### config.mk
export PLATFORM = sky130hd
export DESIGN_NAME = sticky_irq_ctrl
export DESIGN_NICKNAME = d
export VERILOG_FILES = /design/src/rtl/irq_pkg.sv /design/src/rtl/odd_parity_chk.sv /design/src/rtl/port_irq_unit.sv /design/src/rtl/sticky_irq_ctrl.sv
export SDC_FILE = /design/constraint.sdc
export NUM_CORES = 1
export LEC_CHECK = 0
export BUFFER_PORTS_ARGS = -buffer_cell sky130_fd_sc_hd__buf_4
export CORE_MARGIN = 5
export CORE_UTILIZATION = 44
export DETAILED_ROUTE_END_ITERATION = 12
export PLACE_DENSITY = 0.88
export SETUP_SLACK_MARGIN = 0.2
export SLEW_MARGIN = 15
export SYNTH_ARGS = -nofsm -noshare
export SYNTH_HDL_FRONTEND = slang
export SYNTH_SLANG_ARGS = --single-unit
### constraint.sdc
create_clock -name clk -period 1.8 [get_ports clk]
set_input_delay 0.36 -clock clk [delete_from_list [all_inputs] [get_ports clk]]
set_output_delay 0.36 -clock clk [all_outputs]
set_load 0.1 [all_outputs]
### src/rtl/irq_pkg.sv
package irq_pkg;
    // Control register bit positions
    localparam int CTL_PIN_EN  = 0;
    localparam int CTL_ERR_ONLY = 1;
    localparam int CTL_PAR_CHK = 4;
    localparam logic [7:0] CTL_MASK = 8'h13;

    // Status register bit positions
    localparam int ST_GOOD  = 0;
    localparam int ST_HEC   = 1;
    localparam int ST_SHORT = 2;
    localparam int ST_TXPAR = 3;
    localparam int ST_CHG   = 4;
    localparam int ST_SYM   = 5;
    localparam int ST_OVF   = 6;

    localparam logic [3:0] OFF_CTRL = 4'h0;
    localparam logic [3:0] OFF_STAT = 4'h1;

    typedef enum logic {
        SIG_BAD  = 1'b0,
        SIG_GOOD = 1'b1
    } sig_state_t;
endpackage

### src/rtl/odd_parity_chk.sv
module odd_parity_chk #(
    parameter int DATA_W = 8
) (
    input  logic              chk_en,
    input  logic              valid,
    input  logic [DATA_W-1:0] data,
    input  logic              par,
    output logic              err
);
    // Odd parity: data plus parity bit must hold an odd count of ones
    always_comb begin
        err = chk_en && valid && !(^{data, par});
    end
endmodule

### src/rtl/port_irq_unit.sv
module port_irq_unit
    import irq_pkg::*;
#(
    parameter int DATA_W = 8
) (
    input  logic              clk,
    input  logic              rst_n,
    input  logic              ctrl_we,
    input  logic [7:0]        ctrl_wdata,
    input  logic              stat_rd,
    input  logic              sig_good,
    input  logic              hec_ev,
    input  logic              short_ev,
    input  logic              sym_ev,
    input  logic              ovf_ev,
    input  logic              tx_valid,
    input  logic [DATA_W-1:0] tx_data,
    input  logic              tx_par,
    output logic [7:0]        ctrl_q,
    output logic [7:0]        stat_q,
    output logic              req_n
);
    sig_state_t state_q, state_d;
    logic       chg_ev;
    logic       par_err;
    logic [6:1] sticky_q, sticky_d, ev_vec;

    // Control register
    always_ff @(posedge clk or negedge rst_n) begin
        if (!rst_n)       ctrl_q <= '0;
        else if (ctrl_we) ctrl_q <= ctrl_wdata & CTL_MASK;
    end

    // Signal-quality tracker: state register
    always_ff @(posedge clk or negedge rst_n) begin
        if (!rst_n) state_q <= SIG_BAD;
        else        state_q <= state_d;
    end

    // Signal-quality tracker: next state and change event
    always_comb begin
        state_d = state_q;
        chg_ev  = 1'b0;
        unique case (state_q)
            SIG_BAD: if (sig_good) begin    // GO_GOOD
                state_d = SIG_GOOD;
                chg_ev  = 1'b1;
            end
            SIG_GOOD: if (!sig_good) begin  // GO_BAD
                state_d = SIG_BAD;
                chg_ev  = 1'b1;
            end
        endcase
    end

    odd_parity_chk #(.DATA_W(DATA_W)) u_par (
        .chk_en (ctrl_q[CTL_PAR_CHK]),
        .valid  (tx_valid),
        .data   (tx_data),
        .par    (tx_par),
        .err    (par_err)
    );

    // Sticky status: clear on read, same-cycle event wins
    always_comb begin
        ev_vec           = '0;
        ev_vec[ST_HEC]   = hec_ev;
        ev_vec[ST_SHORT] = short_ev;
        ev_vec[ST_TXPAR] = par_err;
        ev_vec[ST_CHG]   = chg_ev;
        ev_vec[ST_SYM]   = sym_ev;
        ev_vec[ST_OVF]   = ovf_ev;
        sticky_d = (stat_rd ? '0 : sticky_q) | ev_vec;
    end

    always_ff @(posedge clk or negedge rst_n) begin
        if (!rst_n) sticky_q <= '0;
        else        sticky_q <= sticky_d;
    end

    always_comb begin
        stat_q          = {1'b0, sticky_q, 1'b0};
        stat_q[ST_GOOD] = (state_q == SIG_GOOD);
    end

    // Per-port request
    always_comb begin
        if (!ctrl_q[CTL_PIN_EN])
            req_n = 1'b1;
        else if (ctrl_q[CTL_ERR_ONLY])
            req_n = !(sticky_q[ST_HEC] || sticky_q[ST_SHORT]);
        else
            req_n = !(|sticky_q);
    end


    hec_latch_chk: assert property (@(posedge clk) disable iff (!rst_n)
        hec_ev |=> sticky_q[ST_HEC]);


    sticky_hold_chk: assert property (@(posedge clk) disable iff (!rst_n)
        (sticky_q[ST_OVF] && !stat_rd) |=> sticky_q[ST_OVF]);


    sig_change_chk: assert property (@(posedge clk) disable iff (!rst_n)
        !$stable(state_q) |-> sticky_q[ST_CHG]);


    tx_parity_chk: assert property (@(posedge clk) disable iff (!rst_n)
        (tx_valid && ctrl_q[CTL_PAR_CHK] && ((^{tx_data, tx_par}) == 1'b0))
        |=> sticky_q[ST_TXPAR]);


    err_only_chk: assert property (@(posedge clk) disable iff (!rst_n)
        (ctrl_q[CTL_PIN_EN] && ctrl_q[CTL_ERR_ONLY] &&
         !sticky_q[ST_HEC] && !sticky_q[ST_SHORT]) |-> req_n);
endmodule

### src/rtl/sticky_irq_ctrl.sv
module sticky_irq_ctrl
    import irq_pkg::*;
#(
    parameter  int NPORTS = 4,
    parameter  int DATA_W = 8,
    localparam int PORT_W = (NPORTS > 1) ? $clog2(NPORTS) : 1,
    localparam int ADDR_W = PORT_W + 4
) (
    input  logic                     clk,
    input  logic                     rst_n,
    input  logic [ADDR_W-1:0]        bus_addr,
    input  logic                     bus_wr,
    input  logic [7:0]               bus_wdata,
    input  logic                     bus_rd,
    output logic [7:0]               bus_rdata,
    input  logic [NPORTS-1:0]        sig_good,
    input  logic [NPORTS-1:0]        hec_ev,
    input  logic [NPORTS-1:0]        short_ev,
    input  logic [NPORTS-1:0]        sym_ev,
    input  logic [NPORTS-1:0]        ovf_ev,
    input  logic [NPORTS-1:0]        tx_valid,
    input  logic [NPORTS*DATA_W-1:0] tx_data,
    input  logic [NPORTS-1:0]        tx_par,
    output logic                     irq_n
);
    logic [PORT_W-1:0] sel_port;
    logic [3:0]        sel_off;
    logic [7:0]        ctrl_v [NPORTS];
    logic [7:0]        stat_v [NPORTS];
    logic [NPORTS-1:0] req_n_v;
    logic [NPORTS-1:0] pin_en_v;

    assign sel_port = bus_addr[ADDR_W-1:4];
    assign sel_off  = bus_addr[3:0];

    for (genvar p = 0; p < NPORTS; p++) begin : g_port
        logic hit;
        assign hit = (sel_port == PORT_W'(p));

        port_irq_unit #(.DATA_W(DATA_W)) u_port (
            .clk        (clk),
            .rst_n      (rst_n),
            .ctrl_we    (bus_wr && hit && (sel_off == OFF_CTRL)),
            .ctrl_wdata (bus_wdata),
            .stat_rd    (bus_rd && hit && (sel_off == OFF_STAT)),
            .sig_good   (sig_good[p]),
            .hec_ev     (hec_ev[p]),
            .short_ev   (short_ev[p]),
            .sym_ev     (sym_ev[p]),
            .ovf_ev     (ovf_ev[p]),
            .tx_valid   (tx_valid[p]),
            .tx_data    (tx_data[p*DATA_W +: DATA_W]),
            .tx_par     (tx_par[p]),
            .ctrl_q     (ctrl_v[p]),
            .stat_q     (stat_v[p]),
            .req_n      (req_n_v[p])
        );
        assign pin_en_v[p] = ctrl_v[p][CTL_PIN_EN];
    end

    always_comb begin
        bus_rdata = '0;
        for (int p = 0; p < NPORTS; p++) begin
            if (sel_port == PORT_W'(p)) begin
                if (sel_off == OFF_CTRL)      bus_rdata = ctrl_v[p];
                else if (sel_off == OFF_STAT) bus_rdata = stat_v[p];
            end
        end
    end

    assign irq_n = &req_n_v;


    pin_masked_chk: assert property (@(posedge clk) disable iff (!rst_n)
        !(|pin_en_v) |-> irq_n);


    reset_pin_chk: assert property (@(posedge clk) disable iff (!rst_n)
        $rose(rst_n) |-> irq_n);
endmodule

==> results of run 1 <==
-- critical path, stage by stage (launching register included) --
cell,delay [ns]
dfrtp_1,0.43
nor4_2,0.27
nor2_1,0.09
o31ai_2,0.23
and3_4,0.24
buf_12,0.17
-- where the power goes --
| group | total (mW) | internal, mW | switching, mW |
|---|---|---|---|
| Combinational | 0.832 | 0.486 | 0.347 |
| Sequential | 1.07 | 0.988 | 0.0797 |
| Clock | 0.742 | 0.410 | 0.332 |
| Total | 2.64 | 1.88 | 0.758 |
-- repair_timing --
action | in CTS | in global routing
setup buffers | 7 | 2
endpoints found under the setup margin | 8 | 8
resized for setup | 36 | 3
pin swaps | 10 | 1
-- area by class of cell --
type                    instances  area [um^2]  share of cell area
clock buffers                   5         68.8              0.0200
clock inverters                 3         42.5              0.0124
multi-input cells             118         1240               0.361
flip-flops and latches         40         1000               0.291
well taps                      67         83.8              0.0244
repair buffers                114         1000               0.291
-- final timing paths --
check	slack, ns	end	cells past startpoint	start
worst max-delay path	-0.30	irq_n	5	g_port[2].u_port.sticky_q[4]
worst max register to register	0.85	g_port[2].u_port.sticky_q[4]	3	g_port[2].u_port.state_q
min in group clk	0.17	g_port[2].u_port.state_q	1	sig_good[2]
max in group asynchronous	1.44	g_port[1].u_port.sticky_q[1]	1	rst_n
worst min register to register	0.53	g_port[0].u_port.sticky_q[1]	1	g_port[0].u_port.sticky_q[1]
worst min-delay path	0.02	g_port[0].u_port.sticky_q[6]	1	rst_n
-- logic make-up after synthesis --
kind of cell	after synthesis
compound gates	29
xor+xnor	32
buf+inv	5
flops	40
mux	25
other cells	1
simple gates	31
-- registers in the layout, summed over array words and instances (netlist names) --
name,flops
g_port.u_port.ctrl_q,12
g_port.u_port.state_q,4
g_port.u_port.sticky_q,24
-- cell usage in the layout, fill, tap and decap left out --
cell type   count
buf_4          99
dfrtp_1        40
a21o_1         20
xnor2_1        16
xor2_1         12
mux2_2         12
mux4_2         10
buf_12         10
nand2_1         6
nor2_1          5
and3_4          5
clkbuf_8        5
buf_6           5
xnor3_1         4
a32o_1          4
nor4_2          4
nor2_4          3
nor2b_1         2
mux2i_4         2
o31ai_2         2
nor3_1          1
and3_1          1
or3_4           1
mux2i_2         1
nand3_1         1
o21ai_1         1
o21ai_0         1
a22oi_1         1
nor3b_4         1
and3_2          1
conb_1          1
clkinv_2        1
clkinvlp_4      1
bufinv_16       1
-- layer usage --
metal	part of all wire	wire [um]
met1	0.37	2340
met2	0.54	3410
met3	0.075	476
met4	0.020	130
met5	0	0
==> flow_summary_export.csv, run 1 <==
group,metric,value,unit
worst_setup_path,crit_path_max_fanout,3,
clocking,htreeDepth,2,
job,max-cap-violations,0,
clocking,clkTransAtPathRegs,0.08,ns
sta,min_period_over_period,1.17,
synth,syn_area_per_cell,13.2,um^2
clocking,cts_buffers,5,
synth,synthAdderAreaFrac,0,
synth,synth_area,2160,um^2
floorplan,rows,25,
synth,synth_cell_type_count,25,
sta,clock.fmax,476,MHz
placement,dp_hpwl,4800,um
floorplan,start_util,0.453,
worst_setup_path,critPathKind,"flop to primary output",
finish,fillers,340,
worst_setup_path,cp-end-kind,"primary output",
routing,vias,1860,
synth,synth_top_family_by_area,"multiplexers",
floorplan,die_y,80.0,um
worst_hold_path,hp-class,"input pin to async pin",
clocking,cts_tree,"yes",
grt,grt_usage,0.211,
placement,gp_congestion,0.885,
sta,clock_skew,0.00416,ns
sta,timing.final.max_slew_violations,0,
routing,ant_nets,0,
power_and_ir_drop,power.total,2.64,mW
grt,grt_pass1_vias,1992,
placement,dp_slack,-0.153,ns
sta,hold_viol,0,
placement,numPortBuffers,80,
sta,fin_ws,-0.301,ns
power_and_ir_drop,leakagePower,1.47,nW
grt,grt_pass1_wl,9990,um
floorplan,core,4750,um^2
synth,synthXorXnorAreaFrac,0.156,
synth,synthArstFlopShare,1.00,
power_and_ir_drop,ir_drop,0.651,mV
floorplan,io_pins,87,
synth,synth_mux_area_frac,0.181,
grt,grtUsageMet2,0.377,
routing,wl,6360,um
synth,synth-seq-area-share,0.464,
worst_setup_path,crit_path_start_kind,"flop",
sta,rsz0062_at_grt,"yes",
power_and_ir_drop,power_density,769,nW/um^2
finish,stdcell_area,3430,um^2
synth,yosys-top-cells-area,"dfrtp_1 46%, mux4_2 10%, a21o_1 7.0%",
finish,diodes,0,
routing,drt_iter0_markers,129,
finish,syn_to_final_growth,59.3,%
sta,setup_tns,-1.68,ns
grt,grt-ovfl-total,0,
grt,antenna_found_initial,0,
clocking,insertion_delay,0.31,ns
finish,drive_gt1_frac,0.586,
routing,firstDrtPassIters,4,
synth,synth_most_common_cell,"dfrtp_1",
grt,grt_use_met3,0.0677,
synth,synth_edf_count,0,
outcome,violations,"setup timing",
grt,grtUsageMet1,0.233,
synth,synth-simple-area-share,0.0813,
synth,syn_inst,163,
synth,synth_compound_area_frac,0.103,
outcome,status,"finished with violations",
synth,ys_warn_count,0,
finish,fin_nets,357,
placement,placed_cells,330,
finish,finish.utilization,0.722,
floorplan,dieArea,6400,um^2
clocking,cts_root_buffer,"clkbuf_8",
placement,placed_area,3080,um^2
synth,yosysTopAreaCell,"dfrtp_1",
floorplan,fp.dieW,80.0,um
routing,drc,0,
clocking,clkSinkCount,40,
routing,wl_per_cell,18.3,um
synth,synth_common_cells,"40 x dfrtp_1, 20 x a21o_1, 16 x xnor2_1",
sta,min_period,2.10,ns
grt,grt_max_degree,41,
sta,fin_worst_hold_slack,0.0172,ns
synth,ys.flop_type,"dfrtp_1",
clocking,cts_max_path_buffers,2,
finish,fin_cells,347,
synth,synth_top_area_share,0.464,
worst_setup_path,cp.arrival,1.74,ns
synth,syn_nets,241,
worst_setup_path,required,1.44,ns
grt,top_usage_layer,"met2",
synth,synth_seq_cells,40,
clocking,ctsHoldBuffers,0,
sta,setup_viol,8,
routing,via_per_inst,5.36,
Note: power is estimated with default switching activity, not from simulation.
==> inputs of run 2 (changes only) <==
--- a/config.mk
+++ b/config.mk
@@ -5,11 +5,11 @@
 export SDC_FILE = /design/constraint.sdc
 export NUM_CORES = 1
 export LEC_CHECK = 0
-export BUFFER_PORTS_ARGS = -buffer_cell sky130_fd_sc_hd__buf_4
 export CORE_MARGIN = 5
-export CORE_UTILIZATION = 44
+export CORE_UTILIZATION = 55
 export DETAILED_ROUTE_END_ITERATION = 12
-export PLACE_DENSITY = 0.88
+export DONT_BUFFER_PORTS = 1
+export PLACE_DENSITY = 0.84
 export SETUP_SLACK_MARGIN = 0.2
 export SLEW_MARGIN = 15
 export SYNTH_ARGS = -nofsm -noshare
==> run 2 against run 1 <==
Effect of this change:
- the run still ends with setup timing left
- largest power group unchanged
- wire length fell by 13%
- first-iteration DRC count down 10%
- worst hold slack better by 0.066 ns
- die area decreased by 18%
- critical path depth stayed put
- cell area is 23% lower
- critical path type unchanged
- core utilization is 0.89 points lower
- critical endpoint unchanged
- maximum frequency rose by 0.96%
- non-clock buffer count decreased by 94
==> flow_summary_export.csv, run 2 (same netlist as run 1, synthesis figures left out) <==
group,metric,value,unit
outcome,status,"finished with violations",
outcome,violations,"setup timing",
finish,multiInputGateArea,1240,um^2
worst_setup_path,cp_slowest_cell,"dfrtp_1",
routing,via_per_inst,6.40,
placement,numPortBuffers,0,
finish,largest_registers,"g_port.u_port.sticky_q x24, g_port.u_port.ctrl_q x12, g_port.u_port.state_q x4",
sta,timing.final.max_slew_violations,0,
grt,grt-ovfl-total,0,
sta,rsz0062_at_grt,"yes",
routing,drc,0,
finish,final_cell_mix,"39 x dfrtp_1, 20 x a21o_1, 16 x xnor2_1, 12 x xor2_1, 12 x mux2_2",
sta,min_period,2.08,ns
floorplan,io_pins,87,
routing,firstDrtPassIters,4,
clocking,insertion_delay,0.30,ns
finish,fin_cells,234,
finish,finish.utilization,0.713,
clocking,cts_buffers,5,
routing,vias,1497,
clocking,cts_max_path_buffers,2,
clocking,cts_tree,"yes",
worst_setup_path,reg2reg_from,"g_port[1].u_port.sticky_q[5]",
clocking,htreeDepth,2,
job,max-cap-violations,0,
worst_setup_path,required,1.44,ns
finish,fillers,246,
floorplan,die_y,72.6,um
sta,fin_ws,-0.281,ns
sta,clock_skew,0.00667,ns
power_and_ir_drop,leakagePower,1.01,nW
routing,wl_per_cell,23.6,um
placement,gp_congestion,0.865,
finish,largest_reg_flops,24,
placement,dp_slack,-0.00653,ns
grt,grt_max_degree,41,
grt,grt_pass1_vias,1620,
worst_setup_path,cp.arrival,1.72,ns
power_and_ir_drop,power_density,927,nW/um^2
finish,regArea,1000,um^2
floorplan,core,3720,um^2
floorplan,fp.dieW,72.6,um
worst_setup_path,regToRegSetupSlack,0.88,ns
sta,hold_viol,0,
finish,drive_gt1_frac,0.366,
finish,final_common_cell,"dfrtp_1",
worst_setup_path,crit_path_max_fanout,3,
sta,fin_worst_hold_slack,0.0829,ns
routing,drt_iter0_markers,116,
sta,setup_viol,8,
worst_setup_path,worst_path_largest_cell_delay,0.42,ns
worst_setup_path,critPathKind,"flop to primary output",
floorplan,start_util,0.580,
worst_setup_path,ff2ff_path_depth,3,
routing,wl,5530,um
power_and_ir_drop,ir_drop,0.481,mV
finish,diodes,0,
worst_setup_path,crit_path_start_kind,"flop",
clocking,clkTransAtPathRegs,0.08,ns
floorplan,rows,22,
finish,regMostFlops,"g_port.u_port.sticky_q",
placement,dp_hpwl,4170,um
grt,grt_usage,0.216,
worst_setup_path,setup.worst_path.start,"g_port[0].u_port.sticky_q[4]",
worst_hold_path,hp-class,"input pin to flop",
clocking,cts_root_buffer,"clkbuf_8",
clocking,clkSinkCount,40,
worst_setup_path,critPathCapture,"irq_n",
power_and_ir_drop,power.total,2.46,mW
sta,clock.fmax,480,MHz
grt,antenna_found_initial,0,
sta,min_period_over_period,1.16,
worst_setup_path,cp-end-kind,"primary output",
grt,grt_pass1_wl,8510,um
finish,syn_to_final_growth,23.0,%
floorplan,dieArea,5270,um^2
placement,placed_cells,219,
routing,ant_nets,0,
worst_setup_path,cp_cell_sequence,"nor4_2, nor2_1, o31ai_2, and3_4, buf_12",
worst_setup_path,r2r-end,"g_port[1].u_port.sticky_q[5]",
finish,fin_nets,263,
run 2: final cells by class:
cell class / instances / area share
Clock buffer: 7 / 0.0363
Tap cell: 48 / 0.0227
Multi-Input combinational cell: 118 / 0.466
Clock inverter: 1 / 0.0113
Sequential cell: 40 / 0.378
Timing Repair Buffer: 20 / 0.0854
run 2: repair_timing:
item / 4_1_cts / 5_1_grt
hold buffers: 2 / 0
cloned: 0 / 0
endpoints found under the hold margin: 40 / 0
pin swaps: 8 / 1
buffers inserted: 3 / 2
gates resized for setup: 9 / 4
endpoints found under the setup margin: 8 / 8
run 2: how the worst min path moves through the flow:
stage,startpoint,end,slack [ns],depth (start not counted)
3_5_place_dp,rst_n,g_port[0].u_port.sticky_q[5],0.07,0
5_1_grt,sig_good[1],g_port[1].u_port.state_q,0.07,0
3_3_place_gp,rst_n,g_port[0].u_port.sticky_q[6],0.07,0
6_report,sig_good[1],g_port[1].u_port.state_q,0.08,0
4_1_cts,sig_good[1],g_port[1].u_port.state_q,0.08,0
2_1_floorplan,rst_n,g_port[0].u_port.ctrl_q[0],0.06,0
run 2: worst max-delay path: cells and delay by family, from the launching register on:
family,cells,cell delay [ns]
flip-flops,1,0.42
AND/OR/NAND/NOR,3,0.62
AO/OA/AOI/OAI,1,0.21
buffers and inverters,1,0.17
run 2: per-stage QoR:
stage                     instance area, um^2  setup TNS [ns]
after floorplan                          2230          -0.147
after global placement                   2390         -0.0213
after detailed placement                 2390        -0.00653
after CTS                                2610           -1.50
after global routing                     2650           -1.79
final                                    2650           -1.40
run 2: per-layer routing:
metal,wire length [um],track usage,vias up
met2,2910,0.358,90
met4,77,0.0840,0
li1,-,-,639
met5,0,0,-
met1,2030,0.265,759
met3,511,0.0661,9
run 2: where the power goes:
part,switching (mW),leakage (nW),internal [mW]
clock,0.313,0.0645,0.489
sequential,0.0931,0.426,0.988
combinational,0.258,0.524,0.318
==> inputs of run 3 (changes only) <==
--- a/config.mk
+++ b/config.mk
@@ -9,7 +9,7 @@
 export CORE_UTILIZATION = 55
 export DETAILED_ROUTE_END_ITERATION = 12
 export DONT_BUFFER_PORTS = 1
-export PLACE_DENSITY = 0.84
+export PLACE_DENSITY = 0.81
 export SETUP_SLACK_MARGIN = 0.2
 export SLEW_MARGIN = 15
 export SYNTH_ARGS = -nofsm -noshare
==> constraint.sdc (replaced) <==
create_clock -name clk -period 2.6 [get_ports clk]
set_input_delay 0.52 -clock clk [delete_from_list [all_inputs] [get_ports clk]]
set_output_delay 0.52 -clock clk [all_outputs]
set_load 0.1 [all_outputs]
==> run 3 against run 2 <==
Effect of this change:
- the flow now finishes without violations
- largest power group unchanged
- total power fell by 39%
- sequential power fell by 31%
- global-route usage fell by 1.6 points
- worst hold slack got worse by 0.027 ns
- cell area fell by 10%
==> flow_summary_export.csv, run 3 (same netlist as run 1, synthesis figures left out) <==
group,metric,value,unit
outcome,status,"finished, final reports clean",
worst_setup_path,cp_cell_sequence,"nor4_2, nor2_1, o31ai_1, and3_1, buf_8",
finish,final_common_cell,"dfrtp_1",
sta,setup_viol,0,
clocking,insertion_delay,0.29,ns
worst_setup_path,worst_path_largest_cell_delay,0.42,ns
placement,dp_hpwl,3920,um
grt,grt-ovfl-total,0,
placement,numPortBuffers,0,
placement,gp_congestion,0.870,
routing,wl,4960,um
floorplan,io_pins,87,
floorplan,die_y,72.6,um
sta,hold_viol,0,
routing,vias,1460,
finish,fin_cells,221,
clocking,cts_tree,"yes",
routing,wl_per_cell,22.4,um
clocking,cts_buffers,5,
power_and_ir_drop,ir_drop,0.473,mV
power_and_ir_drop,power.total,1.51,mW
finish,largest_registers,"g_port.u_port.sticky_q x24, g_port.u_port.ctrl_q x12, g_port.u_port.state_q x4",
worst_setup_path,critPathKind,"flop to primary output",
sta,min_period_over_period,0.870,
floorplan,rows,22,
grt,grt_pass1_wl,7910,um
job,max-cap-violations,0,
grt,antenna_found_initial,0,
finish,syn_to_final_growth,10.7,%
finish,finish.utilization,0.642,
routing,drt_iter0_markers,142,
routing,firstDrtPassIters,4,
floorplan,core,3720,um^2
sta,rsz0062_at_grt,"no",
worst_hold_path,hp-class,"input pin to async pin",
finish,diodes,0,
sta,timing.final.max_slew_violations,0,
placement,placed_cells,212,
finish,largest_reg_flops,24,
floorplan,start_util,0.580,
grt,grt_pass1_vias,1585,
sta,clock_skew,0.00674,ns
sta,slew_headroom,0.592,
finish,regMostFlops,"g_port.u_port.sticky_q",
worst_setup_path,required,2.08,ns
sta,clock.fmax,442,MHz
routing,ant_nets,0,
finish,fin_nets,250,
clocking,cts_max_path_buffers,2,
grt,grt_usage,0.201,
finish,drive_gt1_frac,0.266,
clocking,cts_root_buffer,"clkbuf_8",
power_and_ir_drop,leakagePower,0.922,nW
clocking,clkSinkCount,40,
worst_setup_path,crit_path_start_kind,"flop",
worst_setup_path,crit_path_max_fanout,3,
worst_setup_path,cp-end-kind,"primary output",
routing,via_per_inst,6.61,
clocking,clkTransAtPathRegs,0.08,ns
floorplan,fp.dieW,72.6,um
power_and_ir_drop,power_density,631,nW/um^2
sta,setup_tns,0,ns
routing,drc,0,
clocking,postCtsSetupBuffers,0,
sta,min_period,2.26,ns
clocking,htreeDepth,2,
finish,final_cell_mix,"40 x dfrtp_1, 20 x a21o_1, 16 x xnor2_1, 12 x xor2_1, 12 x mux2_2",
sta,worst_pin_slew,0.611,ns
placement,placed_area,2250,um^2
worst_setup_path,cp.arrival,1.74,ns
worst_setup_path,cp_slowest_cell,"dfrtp_1",
grt,grt_max_degree,41,
floorplan,dieArea,5270,um^2
finish,stdcell_area,2390,um^2
-- run 3: area by class of cell --
cell class                      instances  area (um^2)
Sequential cell                        40         1000
Tap cell                               48         60.1
Timing Repair Buffer                    7         72.6
Clock inverter                          1         7.51
Clock buffer                            7         86.3
Fill cell                             284         1330
Multi-Input combinational cell        118         1160
-- run 3: worst max-delay path, delay by kind of cell (launching register included) --
family,cells,cell delay [ns]
buffers and inverters,1,0.21
AND/OR/NAND/NOR,3,0.64
AO/OA/AOI/OAI,1,0.19
flip-flops,1,0.42
-- run 3: routing by layer --
metal  part of all wire  global-route usage  vias up  wire length [um]
met1               0.38               0.239      730              1880
met4              0.025              0.0922        0               122
met2               0.49               0.326      105              2430
met5                  0                   0        -                 0
li1                   -                   -      610                 -
met3               0.11              0.0716       15               522
-- run 3: metrics by stage --
stage | hold slack (ns) | worst slack [ns]
after global routing | 0.0731 | 0.201
after CTS | 0.0619 | 0.261
after detailed placement | 0.226 | 0.461
final | 0.0557 | 0.337
after floorplan | 0.224 | 0.0337
after global placement | 0.225 | 0.502
-- run 3: what timing repair did --
action	CTS	global route
setup endpoints to repair	1	1
gates resized for setup	1	4
pin swaps	0	0
hold buffers	1	0
hold endpoints to repair	40	0
cloned	0	0
-- run 3: where the power goes --
group / switching [mW] / internal (mW)
sequential: 0.0632 / 0.684
clock: 0.208 / 0.216
combinational: 0.156 / 0.179
-- run 3: worst paths after layout --
check	from	to	slack, ns	cells past startpoint
setup / recovery	g_port[2].u_port.sticky_q[3]	irq_n	0.34	5
hold / removal	rst_n	g_port[1].u_port.ctrl_q[4]	0.06	1
setup reg to reg	g_port[2].u_port.ctrl_q[4]	g_port[2].u_port.ctrl_q[4]	1.76	1
hold reg to reg	g_port[2].u_port.sticky_q[2]	g_port[2].u_port.sticky_q[2]	0.52	1
max in group asynchronous	rst_n	g_port[3].u_port.ctrl_q[1]	2.34	1
min in group clk	sig_good[2]	g_port[2].u_port.state_q	0.25	0
